**config.mk**
```make
export PLATFORM = sky130hd
export DESIGN_NAME = bcd_serial_adder
export DESIGN_NICKNAME = d
export VERILOG_FILES = /design/src/rtl/bcd_ser_pkg.sv /design/src/rtl/bcd_digit_stage.sv /design/src/rtl/bcd_nib_rotator.sv /design/src/rtl/bcd_step_ctrl.sv /design/src/rtl/bcd_serial_adder.sv
export SDC_FILE = /design/constraint.sdc
export NUM_CORES = 1
export LEC_CHECK = 0
export BUFFER_PORTS_ARGS = -buffer_cell sky130_fd_sc_hd__clkbuf_2
export CAP_MARGIN = 20
export CORE_ASPECT_RATIO = 0.75
export CORE_UTILIZATION = 44
export DETAILED_ROUTE_END_ITERATION = 16
export GPL_ROUTABILITY_DRIVEN = 0
export HOLD_SLACK_MARGIN = 0.08
export PLACE_DENSITY = 0.67
export SYNTH_ARGS = -nofsm -noshare
export SYNTH_HDL_FRONTEND = slang
export SYNTH_SLANG_ARGS = --single-unit
```
**constraint.sdc**
```tcl
create_clock -name clk -period 6.3 [get_ports clk]
set_input_delay 0.315 -clock clk [delete_from_list [all_inputs] [get_ports clk]]
set_output_delay 0.315 -clock clk [all_outputs]
set_load 0.01 [all_outputs]
```
**src/rtl/bcd_ser_pkg.sv**
```systemverilog
package bcd_ser_pkg;

  localparam int unsigned NIB_W    = 4;
  localparam int unsigned DEC_BASE = 10;

  typedef struct packed {
    logic             carry;
    logic [NIB_W-1:0] digit;
  } dig_res_t;

  // One decimal digit step: binary add, then trial subtraction of the base.
  function automatic dig_res_t dec_digit_add(input logic [NIB_W-1:0] x,
                                             input logic [NIB_W-1:0] y,
                                             input logic             cin);
    logic [NIB_W:0]   raw;
    logic [NIB_W+1:0] trial;
    dig_res_t         r;
    raw   = {1'b0, x} + {1'b0, y} + {{NIB_W{1'b0}}, cin};
    trial = {1'b0, raw} - (NIB_W+2)'(DEC_BASE);
    if (!trial[NIB_W+1]) begin
      r.carry = 1'b1;
      r.digit = trial[NIB_W-1:0];
    end else begin
      r.carry = 1'b0;
      r.digit = raw[NIB_W-1:0];
    end
    return r;
  endfunction

endpackage

```
**src/rtl/bcd_digit_stage.sv**
```systemverilog
module bcd_digit_stage
  import bcd_ser_pkg::*;
(
  input  logic [NIB_W-1:0] a_nib_i,
  input  logic [NIB_W-1:0] b_nib_i,
  input  logic             cin_i,
  output logic [NIB_W-1:0] digit_o,
  output logic             cout_o
);
  dig_res_t res;

  always_comb begin
    res     = dec_digit_add(a_nib_i, b_nib_i, cin_i);
    digit_o = res.digit;
    cout_o  = res.carry;
  end
endmodule

```
**src/rtl/bcd_nib_rotator.sv**
```systemverilog
module bcd_nib_rotator
  import bcd_ser_pkg::*;
#(
  parameter int unsigned W = 32
) (
  input  logic             clk,
  input  logic             rst_n,
  input  logic             load_i,
  input  logic [W-1:0]     load_val_i,
  input  logic             shift_i,
  input  logic [NIB_W-1:0] ins_nib_i,
  output logic [W-1:0]     q_o
);
  logic [W-1:0] merged;

  // The inserted nibble is OR-ed into the low slot, then the word rotates right.
  always_comb begin
    merged = q_o;
    merged[NIB_W-1:0] = q_o[NIB_W-1:0] | ins_nib_i;
  end

  always_ff @(posedge clk or negedge rst_n) begin
    if (!rst_n)       q_o <= '0;
    else if (load_i)  q_o <= load_val_i;
    else if (shift_i) q_o <= {merged[NIB_W-1:0], merged[W-1:NIB_W]};
  end
endmodule

```
**src/rtl/bcd_step_ctrl.sv**
```systemverilog
module bcd_step_ctrl #(
  parameter int unsigned NDIG = 8,
  localparam int unsigned CW  = $clog2(NDIG + 1)
) (
  input  logic clk,
  input  logic rst_n,
  input  logic start_i,
  output logic accept_o,
  output logic step_o,
  output logic last_o,
  output logic busy_o,
  output logic done_o
);
  logic [CW-1:0] left_q;

  assign accept_o = start_i && !busy_o;
  assign step_o   = busy_o;
  assign last_o   = busy_o && (left_q == CW'(1));

  always_ff @(posedge clk or negedge rst_n) begin
    if (!rst_n) begin
      busy_o <= 1'b0;
      done_o <= 1'b0;
      left_q <= '0;
    end else begin
      done_o <= last_o;
      if (accept_o) begin
        busy_o <= 1'b1;
        left_q <= CW'(NDIG);
      end else if (busy_o) begin
        left_q <= left_q - CW'(1);
        if (last_o) busy_o <= 1'b0;
      end
    end
  end
endmodule

```
**src/rtl/bcd_serial_adder.sv**
```systemverilog
module bcd_serial_adder
  import bcd_ser_pkg::*;
#(
  parameter int unsigned NDIG = 8,
  localparam int unsigned W   = NDIG * NIB_W,
  localparam int unsigned NLANE = 3
) (
  input  logic         clk,
  input  logic         rst_n,
  input  logic         start_i,
  input  logic [W-1:0] opa_i,
  input  logic [W-1:0] opb_i,
  output logic [W-1:0] sum_o,
  output logic         carry_o,
  output logic         busy_o,
  output logic         done_o
);
  // Named internal events, also observed by the checker.
  logic             start_accept;
  logic             step_fire;
  logic             last_step;
  logic [NIB_W-1:0] step_digit;
  logic             step_carry;
  logic             carry_q;

  logic [W-1:0]     lane_val [NLANE];
  logic [NIB_W-1:0] lane_ins [NLANE];
  logic [W-1:0]     lane_q   [NLANE];

  bcd_step_ctrl #(.NDIG(NDIG)) ctrl_i (
    .clk      (clk),
    .rst_n    (rst_n),
    .start_i  (start_i),
    .accept_o (start_accept),
    .step_o   (step_fire),
    .last_o   (last_step),
    .busy_o   (busy_o),
    .done_o   (done_o)
  );

  // Lane 0: operand A, lane 1: operand B, lane 2: result (cleared at start).
  assign lane_val[0] = opa_i;
  assign lane_val[1] = opb_i;
  assign lane_val[2] = '0;
  assign lane_ins[0] = '0;
  assign lane_ins[1] = '0;
  assign lane_ins[2] = step_digit;

  for (genvar g = 0; g < NLANE; g++) begin : g_lane
    bcd_nib_rotator #(.W(W)) rot_i (
      .clk        (clk),
      .rst_n      (rst_n),
      .load_i     (start_accept),
      .load_val_i (lane_val[g]),
      .shift_i    (step_fire),
      .ins_nib_i  (lane_ins[g]),
      .q_o        (lane_q[g])
    );
  end

  bcd_digit_stage dig_i (
    .a_nib_i (lane_q[0][NIB_W-1:0]),
    .b_nib_i (lane_q[1][NIB_W-1:0]),
    .cin_i   (carry_q),
    .digit_o (step_digit),
    .cout_o  (step_carry)
  );

  always_ff @(posedge clk or negedge rst_n) begin
    if (!rst_n)            carry_q <= 1'b0;
    else if (start_accept) carry_q <= 1'b0;
    else if (step_fire)    carry_q <= step_carry;
  end

  assign sum_o   = lane_q[2];
  assign carry_o = carry_q;
endmodule

```
* Yosys cells after proc, flatten, opt, wreduce, memory -nomap -nowiden
Index checks and enable logic that the tools add are counted.
** Operators by class
- Shifts and indexed selects :: 0
- Reduce and logical (&&, ||, !) cells :: 4
- Multiply operators :: 0
- Divide/modulo/power cells :: 0
- $lt $le $gt $ge :: 0
- $add $sub $neg :: 4
- Bitwise logic cells :: 1
- Mux-type cells :: 14
- Equal/unequal tests :: 1
** Operator list (count)
- $mux W32 :: 6
- $mux W4 :: 2
- $sub A5 B4 Y6 const B :: 1
- $add A4 B4 Y5 :: 1
- $add A5 B1 Y5 :: 1
- $mux W1 :: 5
- $mux W5 :: 1
- $eq A4 B1 Y1 const B :: 1
- $or A4 B4 Y4 :: 1
- $sub A4 B1 Y4 const B :: 1
- $logic_and A1 B1 Y1 :: 2
- $reduce_bool A2 Y1 :: 1
- $logic_not A1 Y1 :: 1
** Word-level totals
- RAM bits :: 0
- Output and inout port bits :: 35
- Input port bits :: 67
- Bits in latches :: 0
- Bits in read-only memories :: 0
- Memories kept :: 0
- Word-level logic and storage cells :: 31
- Flip-flop bits (word level) :: 103

* Logic depth before layout (Yosys ltp)
Gate-level depths: netlist of the first run.
- Depth in word-level cells :: 7
- Gate-level depth with buffers :: 7
- Gate-level depth less buffers :: 7

* By module
Synthesis of the first run repeated with hierarchy kept, for this count alone.
** Unflattened totals
- Cell total of the unflattened synthesis :: 493
- Area, all modules :: 5213.8 um^2
** By module, submodules not included
- bcd_nib_rotator :: area each 1530.2 um^2, cells each 143, times used 3, seq. area each 800.8 um^2
- bcd_digit_stage :: area each 295.3 um^2, cells each 36, times used 1, seq. area each 0.0 um^2
- bcd_step_ctrl :: area each 285.3 um^2, cells each 24, times used 1, seq. area each 150.1 um^2
- bcd_serial_adder :: area each 42.5 um^2, cells each 4, times used 1, seq. area each 25.0 um^2

* Worst setup path before layout of the first run
Ideal clock, no wire load.
- Kind :: flip-flop to flip-flop
- Start point :: register carry_q (netlist: carry_o)
- End point :: register g_lane[2].rot_i.q_o[30]
- Stages on the path, launching flop included :: 8
- Clock period less this slack :: 2.282 ns
- Arrival time :: 2.183 ns
- Buffers on the path :: 0
- Data required time :: 6.201 ns
- Path slack :: 4.018 ns
- Setup time :: 0.099 ns
- Path through :: dfrtp_1 -> fa_1 -> fa_1 -> xnor2_1 -> ha_1 -> nor3_2 -> nor4_1 -> a311oi_1
** On the way
- Longest elaborated chain between the ends :: 6
** Ends and longest elaborated chain
- start, declared :: RTL line bcd_serial_adder.sv:24 : logic carry_q;
- start signal, assigned :: RTL line bcd_serial_adder.sv:72 : else if (step_fire) carry_q <= step_carry;
- $add A5 B1 Y5 * :: RTL line bcd_ser_pkg.sv:18 : raw = {1'b0, x} + {1'b0, y} + {{NIB_W{1'b0}}, cin};
- $sub A5 B4 Y6 :: RTL line bcd_ser_pkg.sv:19 : trial = {1'b0, raw} - (NIB_W+2)'(DEC_BASE);
- $mux W5 * :: RTL line bcd_ser_pkg.sv:20 : if (!trial[NIB_W+1]) begin
- $or A4 B4 Y4 * :: RTL line bcd_nib_rotator.sv:19 : merged[NIB_W-1:0] = q_o[NIB_W-1:0] | ins_nib_i;
- $mux W32 * :: RTL line bcd_nib_rotator.sv:25 : else if (shift_i) q_o <= {merged[NIB_W-1:0], merged[W-1:NIB_W]};
- $mux W32 * :: RTL line bcd_nib_rotator.sv:24 : else if (load_i) q_o <= load_val_i;
- end signal, assigned :: RTL line bcd_nib_rotator.sv:24
- end signal, assigned :: RTL line bcd_nib_rotator.sv:25
- end, declared :: RTL line bcd_nib_rotator.sv:12 : output logic [W-1:0] q_o
Mark *: on every way between the ends. The rest lies on a longest branch, timed or not. The select of a mux whose other input is x is not followed.
A chain may end at the register's enable or synchronous reset.

* Worst setup path after layout of the first run
Same ends and word-level chain as after synthesis.

==> results.py, run 1 <==
metrics = {
    "drt": {
        "dr.pass1.iters": 4,
        "vias_per_cell": 5.29,
        "drt-total-wl_um": 9790,
        "vias": 3358,
        "wl_per_cell_um": 15.4,
        "route.detailed.drc": 0,
        "ant_nets": 0,
        "drt_iter0_drc": 241,
    },
    "clock_network": {
        "root_buffer": "clkbuf_16",
        "ctsResizeCount": 0,
        "htreeDepth": 3,
        "clk_pin_slew_ns": 0.07,
        "cts_tree": "done",
        "cts.sinks": 103,
        "cts_buffers": 9,
        "clock_latency_ns": 0.35,
        "clockBufferDepth": 2,
    },
    "synthesis": {
        "synthSimpleGateAreaFrac_pct": 7.76,
        "synth_fp_nets": 486,
        "synth.ff_latch_count": 103,
        "synth_top_area_cell": "dfrtp_1",
        "synthFlopType": "dfrtp_1",
        "ys_seq_area_share_pct": 56.1,
        "synth.area.mux_share_pct": 14.4,
        "synth_area_sq_um": 4590,
        "syn_avg_cell_area_sq_um": 11.2,
        "syn_inst": 411,
        "synth_xor_area_share_pct": 0.572,
        "synth_fa_ha_area_share_pct": 2.51,
        "synth_most_common_cell": "dfrtp_1",
        "synth_compound_area_share_pct": 15.0,
        "synth_edf_count": 0,
        "ys_top_cells_by_area": "dfrtp_1 (56%), mux2i_1 (14%), o21ai_0 (7.1%), nand2_1 (5.6%), a22o_1 (5.3%)",
        "synth_cell_type_count": 36,
        "synth_common_cells": "dfrtp_1 (103), nand2_1 (68), mux2i_1 (65), o21ai_0 (65), a22o_1 (28)",
        "yosysWarnings": 0,
        "synth_top_family_by_area": "compound AO/OA/AOI/OAI gates",
        "synthArstFlopShare_pct": 100,
        "yosysTopAreaCellShare_pct": 56.1,
    },
    "die": {
        "io_pins": 102,
        "fp.dieH_um": 90.5,
        "coreArea_sq_um": 9890,
        "die_x_um": 120,
        "num_rows": 31,
        "start_util_pct": 46.5,
        "dieArea_sq_um": 10900,
    },
    "setup_path": {
        "arrival_ns": 2.64,
        "crit_chain": "fa_1 -> fa_1 -> xnor2_1 -> ha_1 -> nor3_2 -> nor4_1 -> a311oi_1",
        "end_kind": "register",
        "cp_top_family": "adder cells",
        "max_stage_delay_ns": 0.47,
        "cp_slowest_cell": "fa_1",
        "cp.required_ns": 6.55,
        "path_class": "register to register",
        "cp.buffers_inverters": 0,
        "worst_setup_path_start_kind": "register",
        "crit_fanout": 4,
        "cpMostUsedCell": "fa_1",
    },
    "global_routing": {
        "grt_start_max_net_pins": 98,
        "grtUsageTotal_pct": 19.5,
        "grt_pass1_wl_um": 16500,
        "antenna_found_initial": 0,
        "met1_usage_pct": 29.0,
        "grt_use_met2_pct": 27.3,
        "overflow": 0,
        "grt_pass1_vias": 3252,
        "grt.busiest_layer": "met1",
        "met3_usage_pct": 5.62,
    },
    "pwr": {
        "peakVddDrop_v": 0.000169,
        "powerDensity_nw_per_um2": 548,
        "p_leak_nw": 2.78,
        "power.total_mw": 3.00,
    },
    "timing": {
        "fin_ws_ns": 3.91,
        "fmax_mhz": 419,
        "finalCritPeriodShare_pct": 37.9,
        "setup_tns_ns": 0,
        "rsz0062_at_grt": "no",
        "slew_headroom_pct": 33.8,
        "setup_viol": 0,
        "fin_worst_skew_ns": 0.00866,
        "final_hold_viol_count": 0,
        "slew_violations": 0,
        "worst_slew_pin_slew_ns": 0.993,
        "post-route-min-period_ns": 2.39,
    },
    "worst_hold_path": {
        "hold_class": "primary input to register",
    },
    "place": {
        "place_ws_ns": 3.92,
        "dp_hpwl_um": 6670,
        "portBuffers": 101,
        "placed_cells": 618,
    },
    "layout": {
        "syn_to_final_growth_pct": 19.2,
        "nets": 573,
        "antenna_cells": 0,
        "final_cells": 635,
        "drive_above_1_share_pct": 25.8,
    },
    "status": {
        "status": "completed",
    },
    "run": {
        "maxCapViolCount": 0,
    },
}
-- final timing paths --
kind	to	from	slack, ns	depth (start not counted)
max	g_lane[2].rot_i.q_o[30]	carry_o	3.91	7
max reg2reg	g_lane[2].rot_i.q_o[30]	carry_o	3.91	7
min	g_lane[1].rot_i.q_o[9]	opb_i[9]	0.26	3
min reg2reg	g_lane[1].rot_i.q_o[11]	g_lane[1].rot_i.q_o[15]	0.48	2
max in group asynchronous	g_lane[0].rot_i.q_o[16]	rst_n	4.65	3
min in group asynchronous	g_lane[2].rot_i.q_o[13]	rst_n	0.52	2
-- layer usage --
| metal | vias up | routed length (um) |
|---|---|---|
| li1 | 1618 | - |
| met1 | 1631 | 4890 |
| met2 | 103 | 4300 |
| met3 | 6 | 533 |
| met4 | 0 | 68 |
| met5 | - | 0 |
-- layout by cell type, fill, tap and decap left out, types with 2 or more instances in the layout --
cell	n
a21oi_1	7
a22o_1	28
buf_4	6
clkbuf_16	9
clkbuf_2	99
clkinv_4	2
dfrtp_1	102
fa_1	2
ha_1	6
inv_1	7
mux2i_1	65
nand2_1	68
nand2b_1	2
nand3_1	2
nor2_1	3
nor3_1	3
o21ai_0	65
xnor2_1	2
-- final cells by class --
cell class	instances	area, sq um
tap	132	165
fill	880	4410
clock buffer	10	239
inverter	7	26.3
multi-input combinational	271	1850
timing repair buffer	106	551
sequential	103	2580
clock inverter	6	68.8
-- where the power goes --
group          internal, mW  leakage (nW)  switching (mW)  total [mW]
combinational         0.553          1.38           0.574        1.13
sequential             1.00          1.25           0.303        1.30
clock                 0.321         0.149           0.249       0.570
-- cell families (layout without fill, tap and decap cells) --
group,count (synthesis),in the layout
simple gates,85,85
flops,103,103
fa+ha+maj,8,8
mux,66,66
buf+inv,37,129
xor+xnor,3,3
compound gates,109,109
-- registers in the layout, indices dropped and copies added (netlist names) --
signal and cells:
ctrl_i.busy_o 1, carry_o 1, g_lane.rot_i.q_o 96, ctrl_i.done_o 1
ctrl_i.left_q 4
-- worst reg2reg max path, stage by stage, from the launching register on --
cell and delay (ns):
dfrtp_1 0.42, fa_1 0.47, fa_1 0.42, xnor2_1 0.16
ha_1 0.26, nor3_2 0.25, nor4_1 0.08, a311oi_1 0.24
-- through the flow --
| stage | hold WS, ns | cell area, sq um | utilization (%) |
|---|---|---|---|
| after CTS | 0.247 | 5480 | 55.4 |
| final | 0.259 | 5480 | 55.4 |
| after detailed placement | 0.370 | 5160 | 52.2 |
| after global routing | 0.264 | 5480 | 55.4 |
| after global placement | 0.374 | 5160 | 52.2 |
| after floorplan | 0.0194 | 4590 | - |
-- timing repair --
| action | CTS | global route |
|---|---|---|
| hold buffers | 1 | 0 |
| setup buffers | 0 | 0 |
| endpoints found under the hold margin | 49 | 0 |
(Power assumes the default switching activity.)
==> inputs of run 2 (changes only) <==
--- a/config.mk
+++ b/config.mk
@@ -12,7 +12,7 @@
 export DETAILED_ROUTE_END_ITERATION = 16
 export GPL_ROUTABILITY_DRIVEN = 0
 export HOLD_SLACK_MARGIN = 0.08
-export PLACE_DENSITY = 0.67
+export PLACE_DENSITY = 0.7
 export SYNTH_ARGS = -nofsm -noshare
 export SYNTH_HDL_FRONTEND = slang
 export SYNTH_SLANG_ARGS = --single-unit
==> constraint.sdc (replaced) <==
create_clock -name clk -period 2.05 [get_ports clk]
set_input_delay 0.1025 -clock clk [delete_from_list [all_inputs] [get_ports clk]]
set_output_delay 0.1025 -clock clk [all_outputs]
set_load 0.01 [all_outputs]
==> run 2 against run 1 <==
Compared with the run above: the flow now finishes with violations (negative setup slack); clock skew fell by 0.0019 ns; clock-buffer cell count did not move; critical path depth stayed put; power grew to 3.2 times the previous value; non-clock buffer count increased by 62.
==> results.py, run 2 (synthesis results as in run 1) <==
metrics = {
    "die": {
        "fp.dieH_um": 90.5,
        "coreArea_sq_um": 9890,
        "dieArea_sq_um": 10900,
        "die_x_um": 120,
        "start_util_pct": 46.5,
        "io_pins": 102,
        "num_rows": 31,
    },
    "timing": {
        "fmax_mhz": 463,
        "finalCritPeriodShare_pct": 105,
        "setup_viol": 4,
        "slew_violations": 0,
        "hold_ws_ns": 0.0812,
        "slew_headroom_pct": 50.5,
        "fin_worst_skew_ns": 0.00678,
        "final_hold_viol_count": 0,
        "rsz0062_at_grt": "yes",
        "post-route-min-period_ns": 2.16,
        "worst_slew_pin_slew_ns": 0.743,
        "fin_ws_ns": -0.112,
    },
    "place": {
        "place_ws_ns": -0.107,
        "portBuffers": 101,
        "place_area_sq_um": 5300,
        "dp_hpwl_um": 7140,
        "placed_cells": 628,
    },
    "clock_network": {
        "cts_buffers": 9,
        "htreeDepth": 3,
        "cts.sinks": 103,
        "root_buffer": "clkbuf_16",
        "cts_tree": "done",
        "clockBufferDepth": 2,
        "clk_pin_slew_ns": 0.07,
        "clock_latency_ns": 0.35,
    },
    "pwr": {
        "power.total_mw": 9.68,
        "p_leak_nw": 3.05,
        "peakVddDrop_v": 0.000727,
        "powerDensity_nw_per_um2": 1580,
    },
    "drt": {
        "dr.pass1.iters": 4,
        "route.detailed.drc": 0,
        "drt-total-wl_um": 10700,
        "drt_iter0_drc": 217,
        "vias": 3605,
        "vias_per_cell": 5.17,
        "wl_per_cell_um": 15.4,
        "ant_nets": 0,
    },
    "layout": {
        "regMostFlops": "g_lane.rot_i.q_o",
        "drive_above_1_share_pct": 26.0,
        "multiInputGateArea_sq_um": 1880,
        "final_common_cell": "dfrtp_1",
        "top_regs": "g_lane.rot_i.q_o (96), ctrl_i.left_q (4)",
        "nets": 635,
        "register_area_sq_um": 2580,
        "largest_reg_flops": 96,
        "antenna_cells": 0,
        "fillers": 811,
        "syn_to_final_growth_pct": 33.1,
        "layout_common_cells": "dfrtp_1 (102), clkbuf_2 (99), nand2_1 (68), mux2i_1 (65), o21ai_0 (65)",
        "final_cells": 697,
        "design_area_sq_um": 6120,
    },
    "worst_hold_path": {
        "hp-start": "opa_i[28]",
        "hold_class": "primary input to register",
        "hold_path_end": "g_lane[0].rot_i.q_o[28]",
        "hold_depth": 3,
    },
    "setup_path": {
        "cp.buffers_inverters": 1,
        "arrival_ns": 2.39,
        "cp_slowest_cell": "fa_2",
        "cpMostUsedCell": "fa_2",
        "cp_top_family": "adder cells",
        "max_stage_delay_ns": 0.42,
        "end_kind": "register",
        "path_class": "register to register",
        "r2r_end": "g_lane[2].rot_i.q_o[30]",
        "crit_fanout": 4,
        "r2r_slack_ns": -0.11,
        "crit_chain": "fa_2 -> fa_2 -> a21o_2 -> a21oi_4 -> inv_1 -> nor4_2 -> a311oi_1",
        "cp.required_ns": 2.27,
        "worstSetupStartpoint": "carry_o",
        "worst_setup_path_start_kind": "register",
        "reg2reg_from": "carry_o",
        "worst_r2r_path_depth": 7,
    },
    "global_routing": {
        "overflow": 0,
        "grt_pass1_vias": 3607,
        "grt_start_max_net_pins": 83,
        "antenna_found_initial": 0,
        "grt_pass1_wl_um": 18200,
        "grtUsageTotal_pct": 21.3,
    },
    "run": {
        "maxCapViolCount": 0,
    },
    "status": {
        "violations": "negative setup slack",
        "status": "complete, but fails checks",
    },
}
[run 2: cell type report]
| class | count | area share (%) |
|---|---|---|
| Clock buffer | 10 | 3.74 |
| Clock inverter | 6 | 0.859 |
| Inverter | 7 | 0.430 |
| Multi-Input combinational cell | 271 | 30.8 |
| Sequential cell | 103 | 42.2 |
| Tap cell | 132 | 2.70 |
| Timing Repair Buffer | 168 | 19.3 |
[run 2: worst max-delay path by stage]
stage,slack (ns),end,cells after the start
2_1_floorplan,0.01,g_lane[2].rot_i.q_o[30],7
3_3_place_gp,-0.04,g_lane[2].rot_i.q_o[30],7
3_5_place_dp,-0.11,g_lane[2].rot_i.q_o[30],7
4_1_cts,-0.11,g_lane[2].rot_i.q_o[30],7
5_1_grt,-0.25,g_lane[2].rot_i.q_o[30],7
6_report,-0.11,g_lane[2].rot_i.q_o[30],7
[run 2: power breakdown]
part / total, mW / switching [mW] / internal [mW]
Clock: 1.64 / 0.795 / 0.844
Combinational: 4.17 / 2.09 / 2.08
Sequential: 3.87 / 0.796 / 3.08
Total: 9.68 / 3.68 / 6.00
[run 2: per-layer routing]
layer / part of all wire (%) / vias up / GRT usage (%)
met5: 0 / - / 0
met4: 1.5 / 0 / 6.04
met3: 4.8 / 14 / 5.56
met2: 45 / 97 / 32.0
met1: 49 / 1757 / 30.4
li1: - / 1737 / -
[run 2: worst min-delay path, stage by stage]
cell	delay, ns
clkbuf_2	0.08
mux2i_1	0.05
o21ai_0	0.15
[run 2: timing repair]
action	CTS	global route
hold endpoints to repair	106	0
resized for setup	1	1
pin swaps	6	0
hold buffers	51	0
setup buffers	2	0
setup endpoints to repair	3	4
[run 2: metrics by stage]
step           utilization [%]  setup TNS, ns
2_1_floorplan                -              0
3_3_place_gp              53.6        -0.0357
3_5_place_dp              53.6         -0.192
4_1_cts                   61.8         -0.317
5_1_grt                   61.8         -0.726
6_report                  61.8         -0.341
==> inputs of run 3 (changes only) <==
--- a/config.mk
+++ b/config.mk
@@ -5,13 +5,13 @@
 export SDC_FILE = /design/constraint.sdc
 export NUM_CORES = 1
 export LEC_CHECK = 0
-export BUFFER_PORTS_ARGS = -buffer_cell sky130_fd_sc_hd__clkbuf_2
+export BUFFER_PORTS_ARGS = -buffer_cell sky130_fd_sc_hd__buf_4
 export CAP_MARGIN = 20
 export CORE_ASPECT_RATIO = 0.75
 export CORE_UTILIZATION = 44
 export DETAILED_ROUTE_END_ITERATION = 16
-export GPL_ROUTABILITY_DRIVEN = 0
-export HOLD_SLACK_MARGIN = 0.08
+export GPL_ROUTABILITY_DRIVEN = 1
+export HOLD_SLACK_MARGIN = 0.15
 export PLACE_DENSITY = 0.7
 export SYNTH_ARGS = -nofsm -noshare
 export SYNTH_HDL_FRONTEND = slang
==> run 3 against run 2 <==
Compared with the run above: sequential power hardly changed; sequential share of layout area fell by 2.4 points; global-route usage is 0.29 points higher; die area unchanged; the run still ends with negative setup slack left.
==> results.py, run 3 (synthesis results as in run 1) <==
metrics = {
    "status": {
        "status": "complete, but fails checks",
        "violations": "negative setup slack",
    },
    "setup_path": {
        "cpMostUsedCell": "fa_2",
        "end_kind": "register",
        "crit_fanout": 4,
        "cp_slowest_cell": "dfrtp_1",
        "cp.required_ns": 2.28,
        "crit_chain": "fa_2 -> fa_2 -> xnor2_4 -> ha_4 -> nor3_4 -> nor4_1 -> a311oi_1",
        "worst_setup_path_start_kind": "register",
        "arrival_ns": 2.35,
        "max_stage_delay_ns": 0.41,
        "path_class": "register to register",
    },
    "layout": {
        "syn_to_final_growth_pct": 41.3,
        "largest_reg_flops": 96,
        "fillers": 764,
        "top_regs": "g_lane.rot_i.q_o (96), ctrl_i.left_q (4)",
        "antenna_cells": 0,
        "final_common_cell": "buf_4",
        "regMostFlops": "g_lane.rot_i.q_o",
        "multiInputGateArea_sq_um": 1890,
        "final_cells": 707,
        "drive_above_1_share_pct": 25.0,
        "register_area_sq_um": 2580,
        "nets": 645,
        "layout_common_cells": "buf_4 (110), dfrtp_1 (102), nand2_1 (68), mux2i_1 (65), o21ai_0 (65)",
    },
    "drt": {
        "vias_per_cell": 5.12,
        "dr.pass1.iters": 4,
        "drt_iter0_drc": 193,
        "wl_met2_um": 5000,
        "ant_nets": 0,
        "route.detailed.drc": 0,
        "wl_per_cell_um": 15.3,
        "wl_met1_um": 5130,
        "drt-total-wl_um": 10800,
        "wl_met3_um": 530,
        "maxUsedRoutingLayer": "met4",
        "vias": 3617,
    },
    "timing": {
        "fin_ws_ns": -0.0771,
        "setup_tns_ns": -0.155,
        "rsz0062_at_grt": "yes",
        "finalCritPeriodShare_pct": 104,
        "slew_violations": 0,
        "setup_viol": 4,
        "post-route-min-period_ns": 2.13,
        "slew_headroom_pct": 70.9,
        "fin_worst_skew_ns": 0.00576,
        "final_hold_viol_count": 0,
        "fmax_mhz": 470,
        "worst_slew_pin_slew_ns": 0.437,
    },
    "global_routing": {
        "grt_pass1_wl_um": 18300,
        "grt_pass1_vias": 3641,
        "grtUsageTotal_pct": 21.6,
        "overflow": 0,
        "antenna_found_initial": 0,
        "grt_start_max_net_pins": 88,
    },
    "place": {
        "gp_congestion": 0.798,
        "placed_cells": 624,
        "portBuffers": 101,
        "dp_hpwl_um": 7020,
    },
    "clock_network": {
        "cts_buffers": 9,
        "root_buffer": "clkbuf_16",
        "clk_pin_slew_ns": 0.07,
        "cts_tree": "done",
        "htreeDepth": 3,
        "clockBufferDepth": 2,
        "clock_latency_ns": 0.35,
        "cts.sinks": 103,
    },
    "worst_hold_path": {
        "hold_class": "primary input to register",
    },
    "die": {
        "start_util_pct": 46.5,
        "dieArea_sq_um": 10900,
        "coreArea_sq_um": 9890,
        "io_pins": 102,
        "num_rows": 31,
        "die_x_um": 120,
        "fp.dieH_um": 90.5,
    },
    "pwr": {
        "powerDensity_nw_per_um2": 1520,
        "p_leak_nw": 3.16,
        "peakVddDrop_v": 0.000663,
    },
    "run": {
        "maxCapViolCount": 0,
    },
}
-- run 3: cell count changes in the layout (fill, tap and decap cells not counted), sizes merged --
cell,previous run,this run
dlygate4sd3,51,64
inv,10,9
buf,18,114
clkinv,1,3
clkinvlp,2,1
clkbuf,109,10
-- run 3: final timing paths --
kind                                          from  slack (ns)  depth (start not counted)                       to
min in group asynchronous                    rst_n        0.18                          2  g_lane[1].rot_i.q_o[12]
setup / recovery                           carry_o       -0.08                          7  g_lane[2].rot_i.q_o[30]
max in group asynchronous                    rst_n        1.21                          3  g_lane[2].rot_i.q_o[26]
hold / removal                            opa_i[0]        0.16                          3   g_lane[0].rot_i.q_o[0]
hold reg to reg            g_lane[1].rot_i.q_o[29]        0.48                          2  g_lane[1].rot_i.q_o[25]
setup reg to reg                           carry_o       -0.08                          7  g_lane[2].rot_i.q_o[30]
-- run 3: final cells by class --
type / instances / area share [%]
repair buffers: 178 / 23.8
clock buffers: 10 / 3.53
flip-flops and latches: 103 / 39.8
clock inverters: 6 / 0.829
well taps: 132 / 2.54
inverters: 7 / 0.405
multi-input cells: 271 / 29.1
-- run 3: routing by layer --
metal  vias to the layer above  global-route usage, %
met2                        84                   33.6
met4                         0                   5.52
met5                         -                      0
met1                      1755                   29.7
li1                       1764                      -
met3                        14                   6.31
-- run 3: report_power, final --
part	switching (mW)	total (mW)	internal [mW]	leakage [nW]
registers	0.792	3.87	3.08	1.25
clock network	0.786	1.63	0.843	0.135
logic	2.11	4.39	2.28	1.78
total	3.68	9.89	6.20	3.16
-- run 3: what timing repair did --
action | in CTS | in global routing
setup buffers | 2 | 1
hold endpoints to repair | 166 | 0
endpoints found under the setup margin | 3 | 4
pin swaps | 7 | 3
resized for setup | 3 | 0
hold buffers | 64 | 0
-- run 3: critical path, delay by kind of cell (launching register included) --
family	cells	cell delay, ns
adder cells (fa/ha/maj)	3	1.01
flip-flops	1	0.41
AND/OR/NAND/NOR	2	0.33
XOR/XNOR	1	0.19
AO/OA/AOI/OAI	1	0.07
-- run 3: through the flow --
step / util, % / worst slack (ns) / total power, mW / cell area (sq um) / hold WS [ns]
after global routing: 65.6 / -0.153 / 10.6 / 6490 / 0.193
after CTS: 65.6 / -0.0502 / 9.94 / 6480 / 0.150
final: 65.6 / -0.0771 / 9.89 / 6490 / 0.156
after global placement: 56.0 / -0.0544 / 7.82 / 5530 / 0.0100
after detailed placement: 56.0 / -0.104 / 8.03 / 5530 / 0.0104
after floorplan: - / 0.0139 / 6.56 / 4630 / -0.193
